## src/rtl/sram_out_pkg.sv

```systemverilog
package sram_out_pkg;

    // Drive-enable machine states
    typedef enum logic [1:0] {
        OE_OFF  = 2'd0,
        OE_ARM  = 2'd1,
        OE_ON   = 2'd2,
        OE_TAIL = 2'd3
    } oe_state_e;

endpackage

```

## src/rtl/sram_oe_fsm.sv

```systemverilog
module sram_oe_fsm
    import sram_out_pkg::*;
(
    input  logic clk,
    input  logic rst_n,
    input  logic sel,
    output logic drive_en
);

    oe_state_e state_q;
    oe_state_e state_d;

    // Next-state decision from the sampled select
    always_comb begin
        state_d = state_q;
        unique case (state_q)
            OE_OFF:  state_d = sel ? OE_ARM : OE_OFF;
            OE_ARM:  state_d = sel ? OE_ON  : OE_OFF;
            OE_ON:   state_d = sel ? OE_ON  : OE_TAIL;
            OE_TAIL: state_d = sel ? OE_ON  : OE_OFF;
            default: state_d = OE_OFF;
        endcase
    end

    // State register
    always_ff @(posedge clk or negedge rst_n) begin
        if (!rst_n) begin
            state_q <= OE_OFF;
        end else begin
            state_q <= state_d;
        end
    end

    // Output decode: drive in steady select and in the single tail cycle
    always_comb begin
        unique case (state_q)
            OE_ON, OE_TAIL: drive_en = 1'b1;
            default:        drive_en = 1'b0;
        endcase
    end

endmodule

```

## src/rtl/sram_rd_pipe.sv

```systemverilog
module sram_rd_pipe #(
    parameter int DATA_W = 32,
    parameter int LANE_W = 8
) (
    input  logic              clk,
    input  logic              rst_n,
    input  logic              rd_en,
    input  logic [DATA_W-1:0] mem_rdata,
    output logic [DATA_W-1:0] dq_out
);

    localparam int LANES = DATA_W / LANE_W;

    // One output register per byte lane, all loaded by the read strobe
    for (genvar g = 0; g < LANES; g++) begin : g_lane
        always_ff @(posedge clk or negedge rst_n) begin
            if (!rst_n) begin
                dq_out[g*LANE_W +: LANE_W] <= '0;
            end else if (rd_en) begin
                dq_out[g*LANE_W +: LANE_W] <= mem_rdata[g*LANE_W +: LANE_W];
            end
        end
    end

endmodule

```

## src/rtl/sram_out_ctl.sv

```systemverilog
module sram_out_ctl #(
    parameter int DATA_W = 32,
    parameter int LANE_W = 8,
    localparam int LANES = DATA_W / LANE_W
) (
    input  logic              clk,
    input  logic              rst_n,
    input  logic              ce_n,
    input  logic              cs0,
    input  logic              cs1_n,
    input  logic              oe_n,
    input  logic [LANES-1:0]  byte_we,
    input  logic              rd_en,
    input  logic [DATA_W-1:0] mem_rdata,
    output logic [DATA_W-1:0] dq_out,
    output logic              dq_oe
);

    logic sel;
    logic drive_en;
    logic any_wr;

    // Select is true only for the one active combination of all three terms
    assign sel    = !ce_n && cs0 && !cs1_n;
    assign any_wr = |byte_we;

    sram_oe_fsm u_fsm (
        .clk      (clk),
        .rst_n    (rst_n),
        .sel      (sel),
        .drive_en (drive_en)
    );

    sram_rd_pipe #(
        .DATA_W (DATA_W),
        .LANE_W (LANE_W)
    ) u_pipe (
        .clk       (clk),
        .rst_n     (rst_n),
        .rd_en     (rd_en),
        .mem_rdata (mem_rdata),
        .dq_out    (dq_out)
    );

    // Pin enable: registered drive state gated by the asynchronous controls
    assign dq_oe = drive_en && !oe_n && !any_wr;

endmodule

```

## config.mk

```make
export PLATFORM = sky130hd
export DESIGN_NAME = sram_out_ctl
export DESIGN_NICKNAME = d
export VERILOG_FILES = /design/src/rtl/sram_out_pkg.sv /design/src/rtl/sram_oe_fsm.sv /design/src/rtl/sram_rd_pipe.sv /design/src/rtl/sram_out_ctl.sv
export SDC_FILE = /design/constraint.sdc
export NUM_CORES = 1
export LEC_CHECK = 0
export BUFFER_PORTS_ARGS = -buffer_cell sky130_fd_sc_hd__buf_2
export CAP_MARGIN = 20
export CELL_PAD_IN_SITES_DETAIL_PLACEMENT = 1
export CELL_PAD_IN_SITES_GLOBAL_PLACEMENT = 2
export CORE_MARGIN = 4
export CORE_UTILIZATION = 25
export DETAILED_ROUTE_END_ITERATION = 8
export PLACE_DENSITY_LB_ADDON = 0.05
export SETUP_SLACK_MARGIN = 0.02
export SLEW_MARGIN = 10
export SYNTH_ARGS = -nofsm -noshare
export SYNTH_HDL_FRONTEND = slang
export SYNTH_SLANG_ARGS = --single-unit
```

## constraint.sdc

```tcl
create_clock -name clk -period 1.5 [get_ports clk]
set_input_delay 0.075 -clock clk [delete_from_list [all_inputs] [get_ports clk]]
set_output_delay 0.075 -clock clk [all_outputs]
set_load 0.02 [all_outputs]
```

### Yosys cells after proc, flatten, opt, wreduce, memory -nomap -nowiden

Cells that the tools add are included.

* latch bits: 0
* output and inout bits: 33
* ROM bits: 0
* register bits after elaboration: 34
* input port bits: 43
* RAM bits: 0
* memories: 0

* bitwise gates (word level): 0
* eq/ne operators: 3
* multiply operators: 0
* reduce and logical (&&, ||, !) cells: 12
* add/sub/neg operators: 0
* shift operators: 0
* muxes and demuxes: 5
* divide/modulo/power cells: 0
* order comparisons: 0

Operator list (number)
* one-hot mux 2 bit (3 select lines): 1
* == test 2 bit, second input constant: 2
* logical AND 1 bit: 4
* zero test 1 bit: 4
* OR reduction 2 bit: 2
* OR reduction 4 bit: 1
* two-way mux 1 bit: 3
* == test 2 x 1 -> 1 bit, second input constant: 1
* zero test 2 bit: 1
* two-way mux 2 bit: 1

### Longest topological paths before layout

Gate-level depths: netlist of the first run.

* depth in word-level cells: 5
* gate-level depth with buffers: 3
* gate-level depth less buffers: 2

### Hierarchy

Synthesis of the first run repeated with hierarchy kept, for this count alone.

* cells, all modules: 77
* area total of the unflattened synthesis: 1453.9 um2

By module, submodules not included
* sram_rd_pipe: area each 1345.0 um2, cells each 68, times used 1
* sram_oe_fsm: area each 81.3 um2, cells each 6, times used 1
* sram_out_ctl: area each 27.5 um2, cells each 3, times used 1

### Worst setup path after synthesis of the first run

OpenSTA, ideal clock, no wires.

* path kind: register to output
* start point: register (tool-made name)
* end point: output dq_oe
* data required time: 1425 ps
* path slack: 361 ps
* buffers on the path: 0
* stages on the path, launching flop included: 3
* arrival: 1064 ps
* cell sequence: dfrtp_1 > or4b_1 > nor3_2

RTL lines
* to (decl): RTL line sram_out_ctl.sv:16 `output logic dq_oe`

==> reports/qor.yml, run 1 <==
outcome:
  status: "completed"
clock_network:
  htreeDepth: 2
  cts.sinks: 34
  clk_latency_ns: 0.27
  cts_buffers: 5
  cts_tree: "done"
  cts_max_path_buffers: 2
  clkTransAtPathRegs_ns: 0.06
  clock-root-buffer: "clkbuf_8"
finish:
  syn2layout_area_growth_pct: 42.22
  stdcell_area_um2: 1863
  multi_input_area_um2: 424.2
  layout_common_cells: "buf_2, dfrtp_1, mux2_1"
  num_antenna_cells: 0
  final_cells: 227
  fillers: 595
  final_common_cell: "buf_2"
  regArea_um2: 850.8
  nets: 201
  drive_gt1_share_pct: 53.50
global_routing:
  grtUsageTotal_pct: 10.14
  antenna_found_initial: 0
  grt.overflow.total: 0
  grt_pass1_vias: 1111
  grt_start_max_net_pins: 35
  grt_pass1_wl_mm: 4.912
critical_path:
  start_kind: "flip-flop"
  r2r.worst_path.cells: 2
  cp.depth: 3
  crit_arrival_ns: 1.36
  crit_required_ns: 1.42
  critical-path-top-delay-family: "simple AND/OR/NAND/NOR gates"
  cp_cell_sequence: "or4b_4 -> nor3_2 -> buf_4"
  cp_slowest_cell: "or4b_4"
  cp_max_fo: 3
  slowest_delay_ns: 0.46
  critPathKind: "reg -> out"
  reg2reg_setup_slack_ns: 0.68
  crit_buf_inv: 1
  endpoint_kind: "output port"
flow_run:
  maxCapViolCount: 0
sta:
  post-route-period-util_pct: 95.58
  fmax_mhz: 697.5
  clock_skew_ns: 0.00005779
  finalSetupTns_ns: 0
  setup_viol: 0
  worst_pin_slew_ns: 0.7593
  relSlewSlack_pct: 49.38
  slew_viol_final: 0
  rsz0062_at_grt: "yes"
  finalHoldViolCount: 0
  fin_crit_ns: 1.434
yosys:
  synth_fp_nets: 120
  syn_inst: 77
  synth_seq_area_share_pct: 64.95
  synth_cell_types: 11
  synth_area_leaders: "dfrtp_1, mux2_1, buf_6"
  post_synth.cell_area_avg_um2: 17.01
  syn_area_um2: 1310
  yosys.area.top_type: "dfrtp_1"
  synth_seq_cells: 34
  synth_warnings: 0
  yosysTopAreaCellShare_pct: 64.95
floorplan:
  boundaryPins: 76
  core_um2: 5107
  initial_core_util_pct: 25.65
  rows: 26
  dieArea_um2: 6463
  die_w_um: 80.39
  die_h_um: 80.39
placement:
  dpl-instance-area_um2: 1754
  gp_congestion: 0.6324
  dp_hpwl_mm: 2.274
  port_buffers: 75
  placed_cells: 219
routing:
  dr.pass1.iters: 2
  num_vias: 957
  wire_per_inst_um: 13.38
  drt_iter0_drc: 21
  drcViolationCount: 0
  routed_wl_mm: 3.037
  ant_nets: 0
  vias_per_cell: 4.216
power:
  p_leak_nw: 0.9161
  vdd_ir_drop_max_v: 0.0004241
  power_density_nw_per_um2: 1161
hold_path:
  hold_path.class: "in -> reg"
  holdPathStages: 2
[state kept, by name, summed over array words and instances, names as in the netlist, named ones only]
name,cells
u_pipe.dq_out,32
u_fsm.state_q,1
[report_power, final]
| group | internal [mW] | switching (mW) | total [mW] |
|---|---|---|---|
| sequential | 1.03 | 0.0516 | 1.08 |
| combinational | 0.199 | 0.239 | 0.438 |
| clock | 0.353 | 0.289 | 0.643 |
[worst register-to-register path: stages, from the launching register on]
cell and delay (ns):
dfrtp_1 0.39, or2_1 0.23, mux2i_1 0.13
[final timing paths]
| check | end | from |
|---|---|---|
| max reg2reg | u_fsm.state_q[0] | u_fsm.state_q[0] |
| min | u_pipe.dq_out[9] | mem_rdata[9] |
| min in group asynchronous | u_pipe.dq_out[11] | rst_n |
| max in group asynchronous | u_pipe.dq_out[0] | rst_n |
| min reg2reg | u_pipe.dq_out[9] | u_pipe.dq_out[9] |
| max | dq_oe | flip-flop |
[per-layer routing]
layer	vias to the layer above	GRT usage [%]	part of all wire, %
li1	426	-	-
met1	482	9.725	37
met2	45	19.62	54
met3	4	3.587	8.4
met4	0	3.547	0.89
met5	-	0	0
[layout make-up]
type	instances	area share, %
Sequential cell	34	45.67
Clock buffer	6	4.432
Timing Repair Buffer	78	22.43
Tap cell	70	4.701
Multi-Input combinational cell	39	22.77
[through the flow]
| stage | power, mW | hold WS [ns] | util, % | setup slack, ns |
|---|---|---|---|---|
| finish | 2.163 | 0.01467 | 36.48 | 0.06635 |
| floorplan | 1.348 | -0.2206 | - | 0.3613 |
| detailed placement | 1.545 | 0.2050 | 34.35 | 0.3481 |
| CTS | 2.223 | 0.003181 | 36.35 | 0.03859 |
| global placement | 1.528 | 0.1944 | 34.35 | 0.3678 |
| global route | 2.309 | 0.002500 | 36.48 | 0.01469 |
[synth_stat cells (all sizes together)]
cell	number
buf	4
mux2i	1
a21bo	1
mux2	32
nor3	1
or4b	1
nor3b	1
nand2b	1
or2	1
dfrtp	34
[repair_timing]
item                       CTS  global route
setup buffers                0             0
hold endpoints to repair    35             0
setup endpoints to repair    0             1
hold buffers                 2             0
gates resized for setup      0             2
[kinds of logic after synthesis]
family	after synthesis	share of synthesized area, %
AOI/OAI and AO/OA	1	0.7641
DFF	34	64.95
muxes	33	28.27
buffers and inverters	4	2.960
and+or+nand+nor	5	3.057
(Power assumes the default switching activity.)
==> run 2, diff against run 1 <==
--- a/config.mk
+++ b/config.mk
@@ -5,12 +5,14 @@
 export SDC_FILE = /design/constraint.sdc
 export NUM_CORES = 1
 export LEC_CHECK = 0
+export ABC_AREA = 0
 export BUFFER_PORTS_ARGS = -buffer_cell sky130_fd_sc_hd__buf_2
 export CAP_MARGIN = 20
 export CELL_PAD_IN_SITES_DETAIL_PLACEMENT = 1
 export CELL_PAD_IN_SITES_GLOBAL_PLACEMENT = 2
 export CORE_MARGIN = 4
-export CORE_UTILIZATION = 25
+export CORE_UTILIZATION = 29
+export CTS_BUF_LIST = sky130_fd_sc_hd__clkbuf_4 sky130_fd_sc_hd__clkbuf_8 sky130_fd_sc_hd__clkbuf_16
 export DETAILED_ROUTE_END_ITERATION = 8
 export PLACE_DENSITY_LB_ADDON = 0.05
 export SETUP_SLACK_MARGIN = 0.02
==> run 2 against run 1 <==
Register-to-register slack lost 0.09 ns. Total power up 3.1%. Worst setup slack better by 0.028 ns. Critical endpoint unchanged.
==> reports/qor.yml, run 2 (same netlist as run 1, synthesis figures left out) <==
finish:
  num_antenna_cells: 0  # unchanged
  stdcell_area_um2: 1887  # +1.3%
  final_util_pct: 43.33  # +6.9 points
  fillers: 488  # -18%
  nets: 205  # +2.0%
  final_common_cell: "buf_2"
  syn2layout_area_growth_pct: 44.03
  largest_registers: "u_pipe.dq_out: 32 flops, u_fsm.state_q: 1 flops"
  layout_common_cells: "buf_2, dfrtp_1, mux2_1"
  largest_reg_flops: 32  # unchanged
  top_register: "u_pipe.dq_out"
  drive_gt1_share_pct: 52.76  # -0.74 points
  final_cells: 215  # -5.3%
critical_path:
  start_kind: "flip-flop"
  endpoint_kind: "output port"
  crit_required_ns: 1.42  # about the same
  slowest_delay_ns: 0.45  # about the same
  crit_buf_inv: 1  # unchanged
  cp.depth: 3  # unchanged
  r2r.worst_path.cells: 3  # +1
  critPathKind: "reg -> out"
  crit_arrival_ns: 1.33  # -0.03 ns
  cp_slowest_cell: "or4b_1"
  cp_cell_sequence: "or4b_1 -> nor3_2 -> buf_4"
  cp_max_fo: 2  # -1
  critical-path-top-delay-family: "simple AND/OR/NAND/NOR gates"
sta:
  clock_skew_ns: 0.00006328  # +0.000005496 ns
  setup_viol: 0  # unchanged
  relSlewSlack_pct: 49.55  # +0.16 points
  slew_viol_final: 0  # unchanged
  fmax_mhz: 711.4  # +2.0%
  finalSetupTns_ns: 0  # unchanged
  worst_pin_slew_ns: 0.7568  # -0.002472 ns
  finalHoldViolCount: 0  # unchanged
  setup_ws_ns: 0.09436  # +0.02800 ns
  post-route-period-util_pct: 93.71  # -1.9 points
  rsz0062_at_grt: "no"
  fin_crit_ns: 1.406  # -0.02800 ns
floorplan:
  core_um2: 4354  # -15%
  rows: 24  # -7.7%
  boundaryPins: 76  # unchanged
  dieArea_um2: 5657  # -12%
  die_w_um: 75.21  # -6.4%
  initial_core_util_pct: 30.09  # +4.4 points
  die_h_um: 75.21  # -6.4%
placement:
  port_buffers: 75  # unchanged
  dp_hpwl_mm: 2.317  # +1.9%
  gp_congestion: 0.6464  # +2.2%
  dpl-instance-area_um2: 1732  # -1.3%
  placed_cells: 201  # -8.2%
  dpl_worst_slack_ns: 0.3528  # +0.004741 ns
routing:
  num_vias: 947  # -1.0%
  routed_wl_mm: 3.012  # -0.82%
  vias_per_cell: 4.405  # +4.5%
  drt_iter0_drc: 30  # +43%
  drcViolationCount: 0  # unchanged
  ant_nets: 0  # unchanged
  dr.pass1.iters: 2  # unchanged
  wire_per_inst_um: 14.01  # +4.7%
global_routing:
  antenna_found_initial: 0  # unchanged
  grtUsageTotal_pct: 11.07  # +0.93 points
  grt_pass1_vias: 1018  # -8.4%
  grt_start_max_net_pins: 35  # unchanged
  grt_pass1_wl_mm: 4.574  # -6.9%
  grt.overflow.total: 0  # unchanged
power:
  p_leak_nw: 0.9406  # +2.7%
  power_density_nw_per_um2: 1182  # +1.8%
  vdd_ir_drop_max_v: 0.0005119  # +21%
clock_network:
  cts.sinks: 34  # unchanged
  cts_max_path_buffers: 2  # unchanged
  clock-root-buffer: "clkbuf_8"
  cts_buffers: 5  # unchanged
  clkTransAtPathRegs_ns: 0.06  # about the same
  cts_tree: "done"
  htreeDepth: 2  # unchanged
  clk_latency_ns: 0.27  # about the same
outcome:
  status: "completed"
hold_path:
  holdPathStages: 2  # unchanged
  hold_path.class: "in -> reg"
flow_run:
  maxCapViolCount: 0  # unchanged
==> run 2: cell count changes in the layout (fill, tap and decap cells not counted), sizes merged <==
cell	before	now
buf	76	77
clkinv	0	1
dlygate4sd3	2	5
clkbuf	6	7
==> run 2: power by group <==
part / switching, mW / internal [mW]
sequential: 0.0501 / 1.03
combinational: 0.245 / 0.217
clock: 0.301 / 0.388
==> run 2: layer usage <==
| metal | track usage, % | part of all wire (%) | vias up |
|---|---|---|---|
| met3 | 5.340 | 12 | 4 |
| met4 | 4.660 | 1.5 | 0 |
| met2 | 19.34 | 50 | 45 |
| met1 | 11.27 | 36 | 461 |
| li1 | - | - | 437 |
| met5 | 0 | 0 | - |
==> run 2: timing repair <==
item / CTS / global route
endpoints found under the setup margin: 0 / 1
buffers inserted: 0 / 1
hold endpoints to repair: 36 / 2
hold buffers: 3 / 2
resized for setup: 0 / 1
==> run 2: layout make-up <==
cell class | instances | area [µm²] | share of cell area [%]
Clock buffer | 7 | 90.09 | 4.775
Clock inverter | 1 | 5.005 | 0.2653
Multi-Input combinational cell | 39 | 420.4 | 22.28
Sequential cell | 34 | 850.8 | 45.09
Tap cell | 52 | 65.06 | 3.448
Timing Repair Buffer | 82 | 455.4 | 24.14
==> run 2: metrics by stage <==
step                      total power [mW]  hold WS, ns
final                                2.230     0.009057
after global placement               1.524       0.1893
after global routing                 2.374    0.0009101
after CTS                            2.265   0.00004435
after floorplan                      1.348      -0.2206
after detailed placement             1.542       0.2010
==> run 2: worst paths after layout <==
check                             startpoint                          to  slack [ns]
max in group asynchronous              rst_n           u_pipe.dq_out[18]        0.62
hold reg to reg            u_pipe.dq_out[12]           u_pipe.dq_out[12]        0.48
setup / recovery                   flip-flop                       dq_oe        0.09
hold / removal                  mem_rdata[7]            u_pipe.dq_out[7]       0.009
setup reg to reg                   flip-flop            u_fsm.state_q[0]        0.59
min in group asynchronous              rst_n  asynchronous set/reset pin        0.41
